### src/rtl/fq_pkg.sv
package fq_pkg;
  localparam int INSTR_W = 32;
  localparam int ADDR_W  = 32;

  typedef struct packed {
    logic [ADDR_W-1:0]  pc;
    logic [INSTR_W-1:0] word;
  } fq_entry_t;

  localparam int ENTRY_W = $bits(fq_entry_t);
endpackage

### src/rtl/fq_src_sel.sv
// Picks one return word per cycle; the cache port wins a tie.
module fq_src_sel
  import fq_pkg::*;
(
  input  logic               clk,
  input  logic               rst,
  input  logic               cache_valid,
  input  logic [INSTR_W-1:0] cache_word,
  input  logic               pbuf_valid,
  input  logic [INSTR_W-1:0] pbuf_word,
  output logic               in_valid,
  output logic [INSTR_W-1:0] in_word
);
  always_comb begin
    in_valid = cache_valid | pbuf_valid;
    in_word  = cache_valid ? cache_word : pbuf_word;
  end

  // a tie must yield the cache word
  p_cache_wins_r8: assert property (@(posedge clk) disable iff (rst)
    (cache_valid && pbuf_valid) |-> (in_valid && in_word == cache_word));
endmodule

### src/rtl/fq_addr_gen.sv
// Fetch address register: redirect load or sequential step.
module fq_addr_gen
  import fq_pkg::*;
#(
  parameter logic [ADDR_W-1:0] RESET_ADDR = '0,
  parameter int                STEP       = INSTR_W / 8
)(
  input  logic              clk,
  input  logic              rst,
  input  logic              redir,
  input  logic [ADDR_W-1:0] redir_addr,
  input  logic              step,
  output logic [ADDR_W-1:0] addr
);
  localparam logic [ADDR_W-1:0] STEP_V = ADDR_W'(STEP);

  always_ff @(posedge clk) begin
    if (rst)        addr <= RESET_ADDR;
    else if (redir) addr <= redir_addr;
    else if (step)  addr <= addr + STEP_V;
  end

  p_step_r2: assert property (@(posedge clk) disable iff (rst)
    (!redir && step) |=> (addr == $past(addr) + STEP_V));
  p_hold_r2: assert property (@(posedge clk) disable iff (rst)
    (!redir && !step) |=> $stable(addr));
  p_redir_load_r3: assert property (@(posedge clk) disable iff (rst)
    redir |=> (addr == $past(redir_addr)));
endmodule

### src/rtl/fq_ring.sv
// Circular buffer; storage has no reset so it maps to distributed/block RAM.
module fq_ring #(
  parameter int DEPTH = 4,
  parameter int W     = 64
)(
  input  logic                       clk,
  input  logic                       rst,
  input  logic                       flush,
  input  logic                       push,
  input  logic                       pop,
  input  logic [W-1:0]               wdata,
  output logic [W-1:0]               rdata,
  output logic [$clog2(DEPTH+1)-1:0] count,
  output logic                       full,
  output logic                       empty
);
  localparam int  PTR_W = (DEPTH > 1) ? $clog2(DEPTH) : 1;
  localparam int  CNT_W = $clog2(DEPTH + 1);
  localparam bit  POW2  = ((DEPTH & (DEPTH - 1)) == 0);
  localparam logic [CNT_W-1:0] DEPTH_C = CNT_W'(DEPTH);

  logic [W-1:0]     mem [DEPTH];
  logic [PTR_W-1:0] wr_ptr, rd_ptr, wr_nxt, rd_nxt;

  generate
    if (POW2) begin : g_wrap_pow2
      assign wr_nxt = wr_ptr + 1'b1;
      assign rd_nxt = rd_ptr + 1'b1;
    end else begin : g_wrap_cmp
      assign wr_nxt = (wr_ptr == PTR_W'(DEPTH - 1)) ? '0 : wr_ptr + 1'b1;
      assign rd_nxt = (rd_ptr == PTR_W'(DEPTH - 1)) ? '0 : rd_ptr + 1'b1;
    end
  endgenerate

  always_ff @(posedge clk) begin
    if (push) mem[wr_ptr] <= wdata;
  end

  assign rdata = mem[rd_ptr];
  assign full  = (count == DEPTH_C);
  assign empty = (count == '0);

  always_ff @(posedge clk) begin
    if (rst || flush) begin
      wr_ptr <= '0;
      rd_ptr <= '0;
      count  <= '0;
    end else begin
      if (push) wr_ptr <= wr_nxt;
      if (pop)  rd_ptr <= rd_nxt;
      case ({push, pop})
        2'b10:   count <= count + 1'b1;
        2'b01:   count <= count - 1'b1;
        default: count <= count;
      endcase
    end
  end

  p_no_overflow_r6: assert property (@(posedge clk) disable iff (rst)
    count <= DEPTH_C);
  p_push_free_r6: assert property (@(posedge clk) disable iff (rst)
    push |-> !full);
  p_pop_present_r9: assert property (@(posedge clk) disable iff (rst)
    pop |-> !empty);
  p_flush_empties_r5: assert property (@(posedge clk) disable iff (rst)
    flush |=> empty);
endmodule

### src/rtl/fetch_addr_queue.sv
module fetch_addr_queue
  import fq_pkg::*;
#(
  parameter int                DEPTH      = 4,
  parameter int                FILL_MARK  = 1,
  parameter logic [ADDR_W-1:0] RESET_ADDR = '0
)(
  input  logic               clk,
  input  logic               rst,
  input  logic               redir_valid,
  input  logic [ADDR_W-1:0]  redir_addr,
  input  logic               cache_valid,
  input  logic [INSTR_W-1:0] cache_word,
  input  logic               pbuf_valid,
  input  logic [INSTR_W-1:0] pbuf_word,
  output logic               fill_req,
  output logic [ADDR_W-1:0]  fetch_addr,
  output logic               dec_valid,
  input  logic               dec_ready,
  output logic [INSTR_W-1:0] dec_word,
  output logic [ADDR_W-1:0]  dec_addr
);
  localparam int CNT_W = $clog2(DEPTH + 1);
  localparam logic [CNT_W-1:0] MARK_C = CNT_W'(FILL_MARK);

  logic               in_valid;
  logic [INSTR_W-1:0] in_word;
  logic               take, pop, full, empty;
  logic [CNT_W-1:0]   count;
  fq_entry_t          wr_ent, rd_ent;

  fq_src_sel u_sel (
    .clk         (clk),
    .rst         (rst),
    .cache_valid (cache_valid),
    .cache_word  (cache_word),
    .pbuf_valid  (pbuf_valid),
    .pbuf_word   (pbuf_word),
    .in_valid    (in_valid),
    .in_word     (in_word)
  );

  // A word is taken only into a free slot and never in a redirect cycle.
  assign take = in_valid && !full && !redir_valid;
  assign pop  = dec_valid && dec_ready;

  fq_addr_gen #(.RESET_ADDR(RESET_ADDR)) u_addr (
    .clk        (clk),
    .rst        (rst),
    .redir      (redir_valid),
    .redir_addr (redir_addr),
    .step       (take),
    .addr       (fetch_addr)
  );

  assign wr_ent.pc   = fetch_addr;
  assign wr_ent.word = in_word;

  fq_ring #(.DEPTH(DEPTH), .W(ENTRY_W)) u_ring (
    .clk   (clk),
    .rst   (rst),
    .flush (redir_valid),
    .push  (take),
    .pop   (pop),
    .wdata (wr_ent),
    .rdata (rd_ent),
    .count (count),
    .full  (full),
    .empty (empty)
  );

  // All outputs below depend only on registered queue state.
  assign dec_valid = !empty;
  assign dec_word  = rd_ent.word;
  assign dec_addr  = rd_ent.pc;
  assign fill_req  = (count < MARK_C) && !full;

  p_flush_r5: assert property (@(posedge clk) disable iff (rst)
    redir_valid |=> !dec_valid);
  p_fill_empty_r7: assert property (@(posedge clk) disable iff (rst)
    !dec_valid |-> fill_req);
  p_full_nofill_r7: assert property (@(posedge clk) disable iff (rst)
    full |-> !fill_req);
  p_stall_hold_r9: assert property (@(posedge clk) disable iff (rst)
    (dec_valid && !dec_ready && !redir_valid) |=>
      (dec_valid && $stable(dec_word) && $stable(dec_addr)));
  p_full_noaddr_r6: assert property (@(posedge clk) disable iff (rst)
    (full && !redir_valid) |=> $stable(fetch_addr));
endmodule

### config.mk
export PLATFORM = sky130hd
export DESIGN_NAME = fetch_addr_queue
export DESIGN_NICKNAME = d
export VERILOG_FILES = /design/src/rtl/fq_pkg.sv /design/src/rtl/fq_src_sel.sv /design/src/rtl/fq_addr_gen.sv /design/src/rtl/fq_ring.sv /design/src/rtl/fetch_addr_queue.sv
export SDC_FILE = /design/constraint.sdc
export NUM_CORES = 1
export LEC_CHECK = 0
export BUFFER_PORTS_ARGS = -buffer_cell sky130_fd_sc_hd__buf_4
export CORE_ASPECT_RATIO = 1.75
export CORE_MARGIN = 2
export CORE_UTILIZATION = 45
export DETAILED_ROUTE_END_ITERATION = 6
export PLACE_DENSITY = 0.62
export SYNTH_ARGS = -nofsm -noshare
export SYNTH_HDL_FRONTEND = slang
export SYNTH_SLANG_ARGS = --single-unit
### constraint.sdc
create_clock -name clk -period 4.01 [get_ports clk]
set_input_delay 0.6015 -clock clk [delete_from_list [all_inputs] [get_ports clk]]
set_output_delay 0.6015 -clock clk [all_outputs]
set_load 0.02 [all_outputs]
=== Word-level counts from Yosys, hierarchy flattened ===
Memories as Yosys holds them, arrays and structs flattened. A register that Yosys moved wholly into a read port is not among the register bits.
Cells that the tools add are included.

* Register bits: 39
* Bits in writable memories: 256
* Memories kept: 1

{| class="wikitable"
|+ Memory list
! memory !! words !! bits a word !! read ports !! clocked after memory_dff !! wr ports !! RTL line !! source
|-
| u_ring.mem || 4 || 64 || 1 || 1 || 1 || fq_ring.sv:22 || <nowiki>logic [W-1:0] mem [DEPTH];</nowiki>
|}

* $add $sub $neg: 5
* Magnitude comparators: 1
* Equality and inequality tests: 3
* Mux-type cells: 8
* Bitwise logic cells: 1
* Reduce and logical (&&, ||, !) cells: 11

{| class="wikitable"
|+ Operator list
! operator !! number
|-
| 32-bit two-way mux || 3
|-
| 32-bit by 3-bit adder with 32-bit output (second input constant) || 1
|-
| 3-bit case mux with 2 select lines || 1
|-
| 2-bit by 1-bit adder with 2-bit output (second input constant) || 2
|-
| 1-bit logical AND || 4
|-
| 2-bit two-way mux || 2
|-
| 2-bit nonzero test || 2
|-
| 3-bit by 1-bit adder with 3-bit output (second input constant) || 1
|-
| 3-bit equality test (second input constant) || 1
|-
| 1-bit logical NOT || 3
|-
| 3-bit logical NOT || 1
|-
| 3-bit by 1-bit < comparator with 1-bit output (second input constant) || 1
|-
| 3-bit by 1-bit subtractor with 3-bit output (second input constant) || 1
|-
| 2-bit by 1-bit equality test with 1-bit output (second input constant) || 1
|-
| 2-bit equality test (second input constant) || 1
|-
| 1-bit two-way mux || 2
|-
| 1-bit logical OR || 1
|-
| 1-bit OR || 1
|}

=== Depth between registers and ports, before layout ===
Gate-level depths: netlist (run 1).

* Depth after elaboration: 6
* Depth in mapped cells: 10
* Depth with buffers taken out: 9

=== Hierarchy ===
A second synthesis (run 1) with hierarchy kept.

* Cells, all modules: 657
* Area total of the unflattened synthesis: 12,220.5 sq um

{| class="wikitable"
|+ By module, submodules not included
! module !! times used !! cells each !! area an instance (sq um) !! sequential area each (sq um)
|-
| fq_ring || 1 || 382 || 9,750.6 || 7,867.5
|-
| fq_addr_gen || 1 || 234 || 1,893.1 || 640.6
|-
| fq_src_sel || 1 || 37 || 546.8 || 0.0
|-
| fetch_addr_queue || 1 || 4 || 30.0 || 0.0
|}

=== Least setup slack after synthesis (run 1) ===
OpenSTA, ideal clock, no wires.

* Path kind: input to register
* Start point: input port redir_valid
* End point: memory u_ring.mem[0][0], enable pin
* Arrival time: 2,957 ps
* Required time: 3,581 ps
* Path slack: 623 ps
* Cell stages on the path: 5
* Cell sequence: clkbuf_1 inv_1 clkbuf_1 clkbuf_1 and3_1

* Longest elaborated chain between the ends: 4

{| class="wikitable"
|+ Ends and longest elaborated chain
! what !! RTL line !! source
|-
| start: declaration || fetch_addr_queue.sv:10 || <nowiki>input logic redir_valid,</nowiki>
|-
| 1-bit logical NOT || fetch_addr_queue.sv:44 || <nowiki>assign take = in_valid && !full && !redir_valid;</nowiki>
|-
| 1-bit logical AND || fetch_addr_queue.sv:44 ||
|-
| 1-bit two-way mux || fq_ring.sv:36 || <nowiki>if (push) mem[wr_ptr] <= wdata;</nowiki>
|-
| 1-bit two-way mux (implied by the code) || fq_ring.sv:36 ||
|-
| end: declaration || fq_ring.sv:22 ||
|}

No other way between the ends.

==> impl_metrics.py, run 1 <==
metrics = {
    "worst_setup_path": {
        "worstSetupPathType": "flop to primary output",
        "cp_max_fo": 42,
        "cp-end-kind": "primary output",
        "worstPathRequired_ns": 3.41,
        "cp-start-kind": "flop",
        "crit_arrival_ns": 2.39,
    },
    "detailed_routing": {
        "wire_per_inst_um": 22.0,
        "viasPerCell": 5.55,
        "num_vias": 6642,
        "dr.first_iter.drc_count": 349,
        "ant_nets": 0,
        "drc": 0,
        "wirelength_um": 26300,
        "first_pass_iters": 6,
    },
    "clock_network": {
        "hold_buffers": 0,
        "cts_sinks": 297,
        "cts_tree": "built",
        "cts_max_path_buffers": 3,
        "clock_latency_ns": 0.53,
        "numCtsBuffers": 26,
        "clk_pin_slew_ns": 0.07,
        "h-tree-depth": 1,
        "root_buffer": "clkbuf_16",
        "postCtsSetupRepairBufs": 0,
        "cts_resized": 0,
    },
    "floorplan": {
        "dieHeight_um": 221,
        "die_w_um": 128,
        "rows": 79,
        "core-area_um2": 26500,
        "start_util_pct": 45.5,
        "ios": 200,
        "die_area_um2": 28200,
    },
    "run_status": {
        "status": "completed",
    },
    "grt": {
        "grt_pass1_wl_um": 40400,
        "track_usage_pct": 18.7,
        "grt_pass1_vias": 7082,
        "gr-total-overflow": 0,
        "use_met2_pct": 35.9,
        "grt_busiest_layer": "met2",
        "met1_usage_pct": 22.0,
        "met3_usage_pct": 2.10,
        "grt_antenna_before_repair": 0,
        "grt_max_degree": 65,
    },
    "power": {
        "irDropWorstVdd_mv": 0.349,
        "total_power_mw": 6.94,
        "p_leak_nw": 5.09,
        "power_density_nw_per_um2": 468,
    },
    "yosys": {
        "synth_async_sr_flop_share_pct": 0,
        "synth_area_leaders": "edfxtp_1 (64%), mux4_2 (12%), dfxtp_1 (6.8%)",
        "synthTopCellsByCount": "edfxtp_1 (256), mux4_2 (64), dfxtp_1 (41)",
        "syn_nets": 769,
        "synth_top_flop_cell": "edfxtp_1",
        "synthCells": 658,
        "yosys_warnings": 0,
        "synth_edf_count": 256,
        "syn_area_um2": 12100,
        "synth_top_area_share_pct": 63.8,
        "synth.most_common_cell": "edfxtp_1",
        "postSynthAreaPerCell_um2": 18.3,
        "synth_top_area_cell": "edfxtp_1",
        "ys_ff_latch": 297,
        "seq_area_frac_synth_pct": 70.6,
        "synthDistinctLibCells": 53,
    },
    "sta": {
        "finalSetupViolCount": 0,
        "fmax_mhz": 334,
        "hold_viol_final": 0,
        "final_max_slew_viol_count": 0,
        "post-route-period-util_pct": 74.7,
        "finalCriticalPeriod_ns": 3.00,
        "worst_slew_pin_slew_ns": 1.01,
        "relSlewSlack_pct": 32.5,
        "fin_skew_ns": 0.0127,
        "setup_tns_ns": 0,
        "whs_ns": 0.312,
        "rsz0062_at_grt": "false",
    },
    "place": {
        "post-dp-hpwl_um": 17100,
        "place_inst": 1149,
        "portBuffers": 199,
        "gp_congestion": 0.753,
    },
    "final_layout": {
        "utilization_pct": 55.9,
        "fin_nets": 964,
        "antennaDiodeCount": 0,
        "multi_input_area_um2": 3300,
        "drive_gt1_share_pct": 42.2,
        "area_growth_pct": 22.9,
        "final_cells": 1197,
        "register_area_um2": 8520,
        "fillCellCount": 2102,
    },
    "run": {
        "drv_cap": 0,
    },
    "worst_hold_path": {
        "hold_class": "input port to flop",
    },
}
==> metal layers <==
layer	vias up	share of wire (%)
li1	3060	-
met1	3379	37
met2	163	57
met3	40	4.0
met4	0	2.2
met5	-	0
==> metrics by stage <==
stage	instance area, um^2	worst slack, ns
after floorplan	12100	0.623
after global placement	13900	1.51
after detailed placement	13900	1.45
after CTS	14800	0.940
after global routing	14800	0.861
final	14800	1.01
==> worst paths after layout <==
| kind | start | end | slack, ns | cells past startpoint |
|---|---|---|---|---|
| setup / recovery | flop | dec_addr[3] | 1.01 | 3 |
| setup reg to reg | u_ring.count[0] | u_addr.addr[22] | 1.43 | 6 |
| hold / removal | redir_addr[1] | u_addr.addr[1] | 0.31 | 3 |
| hold reg to reg | u_ring.wr_ptr[0] | u_ring.wr_ptr[0] | 0.51 | 2 |
==> final cells by class <==
class	count	area share (%)
clock buffer	34	4.87
inverter	27	0.684
sequential	297	57.5
multi-input combinational	298	22.3
timing repair buffer	203	10.4
tap	324	2.74
clock inverter	14	1.60
==> where the power goes <==
group          internal [mW]  total, mW  switching [mW]
clock                   1.67       2.75            1.09
combinational          0.295      0.621           0.326
sequential              3.48       3.57          0.0900
total                   5.44       6.94            1.50
==> cell families (layout without fill, tap and decap cells) <==
logic type,count (synthesis),count (layout),share of synthesized area [%]
AO/OA/AOI/OAI,60,60,4.55
AND/OR/NAND/NOR,116,116,5.51
flip-flops,297,297,70.6
adder cells (fa/ha/maj),9,9,0.934
buffers and inverters,63,278,2.22
multiplexers,99,99,15.2
XOR/XNOR,14,14,1.02
==> critical path: stages (launching register included) <==
cell	delay [ns]
dfxtp_4	0.67
buf_12	0.37
mux4_2	0.60
buf_4	0.19
==> registers in the layout, indices dropped and copies added (netlist names), named ones only <==
name,count
u_ring.count,3
u_addr.addr,32
u_ring.mem,256
u_ring.rd_ptr,2
u_ring.wr_ptr,2
==> placed cells by master, fill, tap and decap left out, drive strengths merged, types with 2 or more instances in the layout <==
master / count
and3: 5
nand2: 18
clkinvlp: 3
a2111oi: 11
nor3: 9
mux2: 32
a221oi: 3
a311o: 2
inv: 28
or3: 2
a311oi: 4
clkbuf: 34
ha: 9
a21oi: 5
edfxtp: 256
o21ai: 3
mux2i: 3
buf: 203
bufinv: 6
dfxtp: 41
nand4: 11
mux4: 64
nor2b: 2
nor4: 11
clkinv: 4
o31ai: 2
a211oi: 20
and4: 12
xnor2: 10
xor2: 4
nand3: 9
nor2: 32
No activity file was read; power rests on OpenSTA's default activity.
==> run 2: changes to the inputs <==
PLACE_DENSITY = 0.65   (was 0.62)
clock period = 2.6 ns   (was 4.01 ns; I/O delays follow)
==> run 2 against run 1 <==
Effect of this change: sequential share of layout area fell by 0.71 points; largest cell class unchanged; clock skew fell by 0.0011 ns; largest power group unchanged; global-route usage fell by 0.37 points; final cell count rose by 2.0%; critical endpoint is now dec_addr[1]; critical path depth did not move.
==> impl_metrics.py, run 2 (same netlist as run 1, synthesis figures left out) <==
metrics = {
    "run_status": {
        "status": "completed",
    },
    "detailed_routing": {
        "dr.first_iter.drc_count": 312,
        "drc": 0,
        "ant_nets": 0,
        "wire_per_inst_um": 21.3,
        "num_vias": 6755,
        "first_pass_iters": 4,
        "wirelength_um": 26000,
        "viasPerCell": 5.53,
    },
    "sta": {
        "setup_tns_ns": 0,
        "fin_skew_ns": 0.0116,
        "relSlewSlack_pct": 57.7,
        "whs_ns": 0.126,
        "rsz0062_at_grt": "false",
        "worst_slew_pin_slew_ns": 0.631,
        "post-route-period-util_pct": 92.1,
        "final_max_slew_viol_count": 0,
        "hold_viol_final": 0,
        "finalCriticalPeriod_ns": 2.39,
        "fmax_mhz": 418,
        "finalSetupViolCount": 0,
    },
    "clock_network": {
        "cts_resized": 0,
        "h-tree-depth": 1,
        "cts_max_path_buffers": 3,
        "root_buffer": "clkbuf_16",
        "clock_latency_ns": 0.53,
        "clk_pin_slew_ns": 0.07,
        "cts_sinks": 297,
        "cts_tree": "built",
        "numCtsBuffers": 26,
    },
    "final_layout": {
        "multi_input_area_um2": 3300,
        "top_regs": "u_ring.mem x256, u_addr.addr x32, u_ring.count x3",
        "drive_gt1_share_pct": 43.3,
        "utilization_pct": 56.6,
        "antennaDiodeCount": 0,
        "largest_reg_flops": 256,
        "area_growth_pct": 24.4,
        "fillCellCount": 2052,
        "max_flop_register": "u_ring.mem",
        "final_cells": 1221,
        "layout_commonest_cell": "edfxtp_1",
        "register_area_um2": 8520,
        "fin_nets": 988,
        "mostFrequentLayoutCells": "edfxtp_1 (256), buf_4 (220), mux4_2 (64)",
    },
    "worst_setup_path": {
        "r2r_end": "u_addr.addr[12]",
        "cp-end-kind": "primary output",
        "reg2regPathDepth": 6,
        "cp_max_fo": 21,
        "r2r_slack_ns": 0.41,
        "worstSetupPathType": "flop to primary output",
        "timing.rr.start": "u_ring.count[0]",
        "cp-start-kind": "flop",
        "worstPathRequired_ns": 2.21,
        "crit_arrival_ns": 2.00,
        "endpoint": "dec_addr[1]",
    },
    "place": {
        "portBuffers": 199,
        "post-dp-hpwl_um": 17500,
        "place_inst": 1171,
        "gp_congestion": 0.791,
    },
    "grt": {
        "grt_pass1_vias": 7132,
        "grt_antenna_before_repair": 0,
        "track_usage_pct": 18.4,
        "gr-total-overflow": 0,
        "grt_pass1_wl_um": 39600,
        "grt_max_degree": 38,
    },
    "power": {
        "power_density_nw_per_um2": 697,
        "total_power_mw": 10.4,
        "p_leak_nw": 5.21,
        "irDropWorstVdd_mv": 0.445,
    },
    "floorplan": {
        "ios": 200,
        "core-area_um2": 26500,
        "dieHeight_um": 221,
        "die_w_um": 128,
        "die_area_um2": 28200,
        "rows": 79,
        "start_util_pct": 45.5,
    },
    "worst_hold_path": {
        "hold_class": "input port to flop",
    },
    "run": {
        "drv_cap": 0,
    },
}
-- run 2: worst min-delay path by stage --
stage | start | to | slack, ns | depth (start not counted)
after CTS | redir_addr[22] | u_addr.addr[22] | 0.10 | 3
final | redir_addr[22] | u_addr.addr[22] | 0.13 | 3
after detailed placement | u_ring.wr_ptr[1] | u_ring.wr_ptr[1] | 0.49 | 2
after global placement | u_ring.wr_ptr[0] | u_ring.wr_ptr[0] | 0.49 | 2
after global routing | redir_addr[22] | u_addr.addr[22] | 0.12 | 3
after floorplan | u_ring.wr_ptr[0] | u_ring.wr_ptr[0] | 0.47 | 2
-- run 2: layout make-up --
class                      count  area share, %
sequential                   297           56.8
tap                          324           2.70
multi-input combinational    298           22.0
inverter                      27          0.676
clock inverter                12           1.06
timing repair buffer         227           11.9
clock buffer                  36           4.86
-- run 2: power by group --
| group | total [mW] | switching (mW) | internal, mW | leakage, nW |
|---|---|---|---|---|
| registers | 5.48 | 0.119 | 5.36 | 2.69 |
| clock network | 3.97 | 1.61 | 2.36 | 0.432 |
| logic | 0.999 | 0.520 | 0.479 | 2.09 |
-- run 2: per-stage QoR --
step,setup slack [ns],instance area [um^2]
after CTS,0.182,15000
after global routing,0.144,15000
after detailed placement,0.416,14100
after global placement,0.500,14100
after floorplan,0.126,12100
final,0.206,15000
-- run 2: layer usage --
layer | track usage [%] | vias to the layer above | wire (um)
met1 | 21.6 | 3420 | 9840
met5 | 0 | - | 0
met4 | 6.12 | 0 | 597
met2 | 34.7 | 187 | 14500
li1 | - | 3115 | -
met3 | 2.10 | 33 | 1040
-- run 2: timing repair --
| action | CTS | global route |
|---|---|---|
| endpoints found under the setup margin | 20 | 0 |
| buffers inserted | 2 | 0 |
| hold buffers | 0 | 0 |
| endpoints found under the hold margin | 0 | 0 |
-- run 2: worst max-delay path, stage by stage (launching register included) --
cell	delay, ns
dfxtp_4	0.59
buf_4	0.33
mux4_2	0.37
buf_4	0.18
==> run 3: changes to the inputs <==
PLACE_DENSITY = 0.64   (was 0.65)
SYNTH_HIERARCHICAL = 1   (was not set)
==> run 3 against run 2 <==
Effect of this change: sequential power barely moved; total power grew 0.16%; critical endpoint is now dec_addr[9]; final area up 0.82%; global-route usage is 0.55 points higher; clock skew is 0.012 ns higher; highest routed layer unchanged; critical path type unchanged; non-clock buffer count grew 3; core utilization barely moved.
==> impl_metrics.py, run 3 <==
metrics = {
    "yosys": {
        "synth_edf_count": 256,
        "synthDistinctLibCells": 56,
        "synth_top_area_share_pct": 62.9,
        "postSynthAreaPerCell_um2": 18.6,
        "synthCells": 657,
        "synth_top_area_cell": "edfxtp_1",
        "ys_ff_latch": 297,
        "synth_top_flop_cell": "edfxtp_1",
        "synth_area_leaders": "edfxtp_1 (63%), mux4_2 (11%), dfxtp_1 (6.7%)",
        "synthTopCellsByCount": "edfxtp_1 (256), mux4_2 (60), dfxtp_1 (41)",
        "syn_nets": 766,
        "synth_async_sr_flop_share_pct": 0,
        "syn_area_um2": 12200,
        "yosys_warnings": 6,
        "synth.most_common_cell": "edfxtp_1",
        "seq_area_frac_synth_pct": 69.6,
    },
    "clock_network": {
        "cts_sinks": 297,
        "clk_pin_slew_ns": 0.07,
        "numCtsBuffers": 26,
        "root_buffer": "clkbuf_16",
        "postCtsSetupRepairBufs": 0,
        "h-tree-depth": 1,
        "cts_max_path_buffers": 3,
        "clock_latency_ns": 0.53,
        "cts_tree": "built",
    },
    "grt": {
        "gr-total-overflow": 0,
        "track_usage_pct": 18.9,
        "grt_pass1_wl_um": 41300,
        "grt_max_degree": 41,
        "grt_antenna_before_repair": 0,
        "grt_pass1_vias": 7454,
    },
    "final_layout": {
        "mostFrequentLayoutCells": "edfxtp_1 (256), buf_4 (219), mux4_2 (60)",
        "final_cells": 1225,
        "register_area_um2": 8520,
        "layout_commonest_cell": "edfxtp_1",
        "max_flop_register": "u_ring/mem",
        "fillCellCount": 2095,
        "fin_nets": 990,
        "drive_gt1_share_pct": 42.0,
        "top_regs": "u_ring/mem x256, u_addr/addr x32, u_ring/count x3",
        "area_growth_pct": 23.8,
        "largest_reg_flops": 256,
        "multi_input_area_um2": 3380,
        "antennaDiodeCount": 0,
    },
    "sta": {
        "fmax_mhz": 404,
        "finalSetupViolCount": 0,
        "worst_slew_pin_slew_ns": 0.830,
        "final_max_slew_viol_count": 0,
        "post-route-period-util_pct": 95.3,
        "hold_viol_final": 0,
        "finalCriticalPeriod_ns": 2.48,
        "whs_ns": 0.106,
        "rsz0062_at_grt": "false",
        "fin_skew_ns": 0.0237,
        "relSlewSlack_pct": 44.1,
        "setup_tns_ns": 0,
    },
    "worst_setup_path": {
        "cp_slowest_cell": "dfxtp_4",
        "cp_slowest_stage_delay_ns": 0.72,
        "cp-end-kind": "primary output",
        "worstSetupPathType": "flop to primary output",
        "crit_arrival_ns": 2.09,
        "worstPathRequired_ns": 2.21,
        "cp_max_fo": 35,
        "cp-start-kind": "flop",
        "path_cells": "buf_12 -> mux4_2 -> buf_4",
    },
    "power": {
        "irDropWorstVdd_mv": 0.541,
        "power_density_nw_per_um2": 692,
        "p_leak_nw": 5.37,
        "total_power_mw": 10.5,
    },
    "floorplan": {
        "die_area_um2": 28500,
        "dieHeight_um": 222,
        "ios": 200,
        "core-area_um2": 26700,
        "rows": 79,
        "die_w_um": 129,
        "start_util_pct": 45.8,
    },
    "detailed_routing": {
        "num_vias": 7009,
        "drc": 0,
        "ant_nets": 0,
        "wirelength_um": 27200,
        "dr.first_iter.drc_count": 521,
        "wire_per_inst_um": 22.2,
        "viasPerCell": 5.72,
        "first_pass_iters": 5,
    },
    "run": {
        "drv_cap": 0,
    },
    "place": {
        "place_inst": 1177,
        "portBuffers": 199,
        "gp_congestion": 0.836,
        "post-dp-hpwl_um": 18100,
    },
    "run_status": {
        "status": "completed",
    },
    "worst_hold_path": {
        "hold_class": "input port to flop",
    },
}
## run 3: stage by stage
step | worst slack [ns] | cell area, um^2 | utilization, %
after CTS | 0.00717 | 15100 | 56.7
after detailed placement | 0.176 | 14200 | 53.2
after floorplan | 0.0903 | 12200 | -
final | 0.122 | 15100 | 56.7
after global routing | 0.0247 | 15100 | 56.7
after global placement | 0.331 | 14200 | 53.2
## run 3: final cells by class
| class | count | area share, % |
|---|---|---|
| tap | 324 | 2.68 |
| clock inverter | 19 | 1.59 |
| timing repair buffer | 230 | 12.3 |
| inverter | 13 | 0.323 |
| clock buffer | 29 | 4.52 |
| sequential | 297 | 56.3 |
| multi-input combinational | 313 | 22.3 |
## run 3: power by group
group          internal [mW]  switching [mW]
registers               5.34           0.107
logic                  0.470           0.493
clock network           2.41            1.65
## run 3: cell families after synthesis
kind of cell	after synthesis	share of synthesized area [%]
flops	297	69.6
simple gates	142	6.47
mux	100	16.1
xor+xnor	14	1.00
buf+inv	47	2.88
fa+ha+maj	7	0.778
compound gates	50	3.16
## run 3: worst paths after layout
| check | start | endpoint | slack (ns) | cells past startpoint |
|---|---|---|---|---|
| max reg2reg | u_ring/count[0] | u_addr/addr[22] | 0.19 | 8 |
| min | redir_addr[0] | u_addr/addr[0] | 0.11 | 3 |
| min reg2reg | u_ring/rd_ptr[1] | flop | 0.50 | 2 |
| max | flop | dec_addr[9] | 0.12 | 3 |
## run 3: what timing repair did
action,in CTS,in global routing
setup endpoints to repair,0,6
resized for setup,0,1
hold buffers,0,0
## run 3: per-layer routing
metal / track usage, % / part of all wire (%) / vias to the layer above
met1: 22.5 / 38 / 3584
met5: 0 / 0 / -
met2: 35.0 / 55 / 255
met4: 6.63 / 3.0 / 0
met3: 2.15 / 4.7 / 53
li1: - / - / 3117
## run 3: critical path, delay by kind of cell (launching register included)
family | cells | cell delay, ns
buffers and inverters | 2 | 0.44
multiplexers | 1 | 0.35
flip-flops | 1 | 0.72
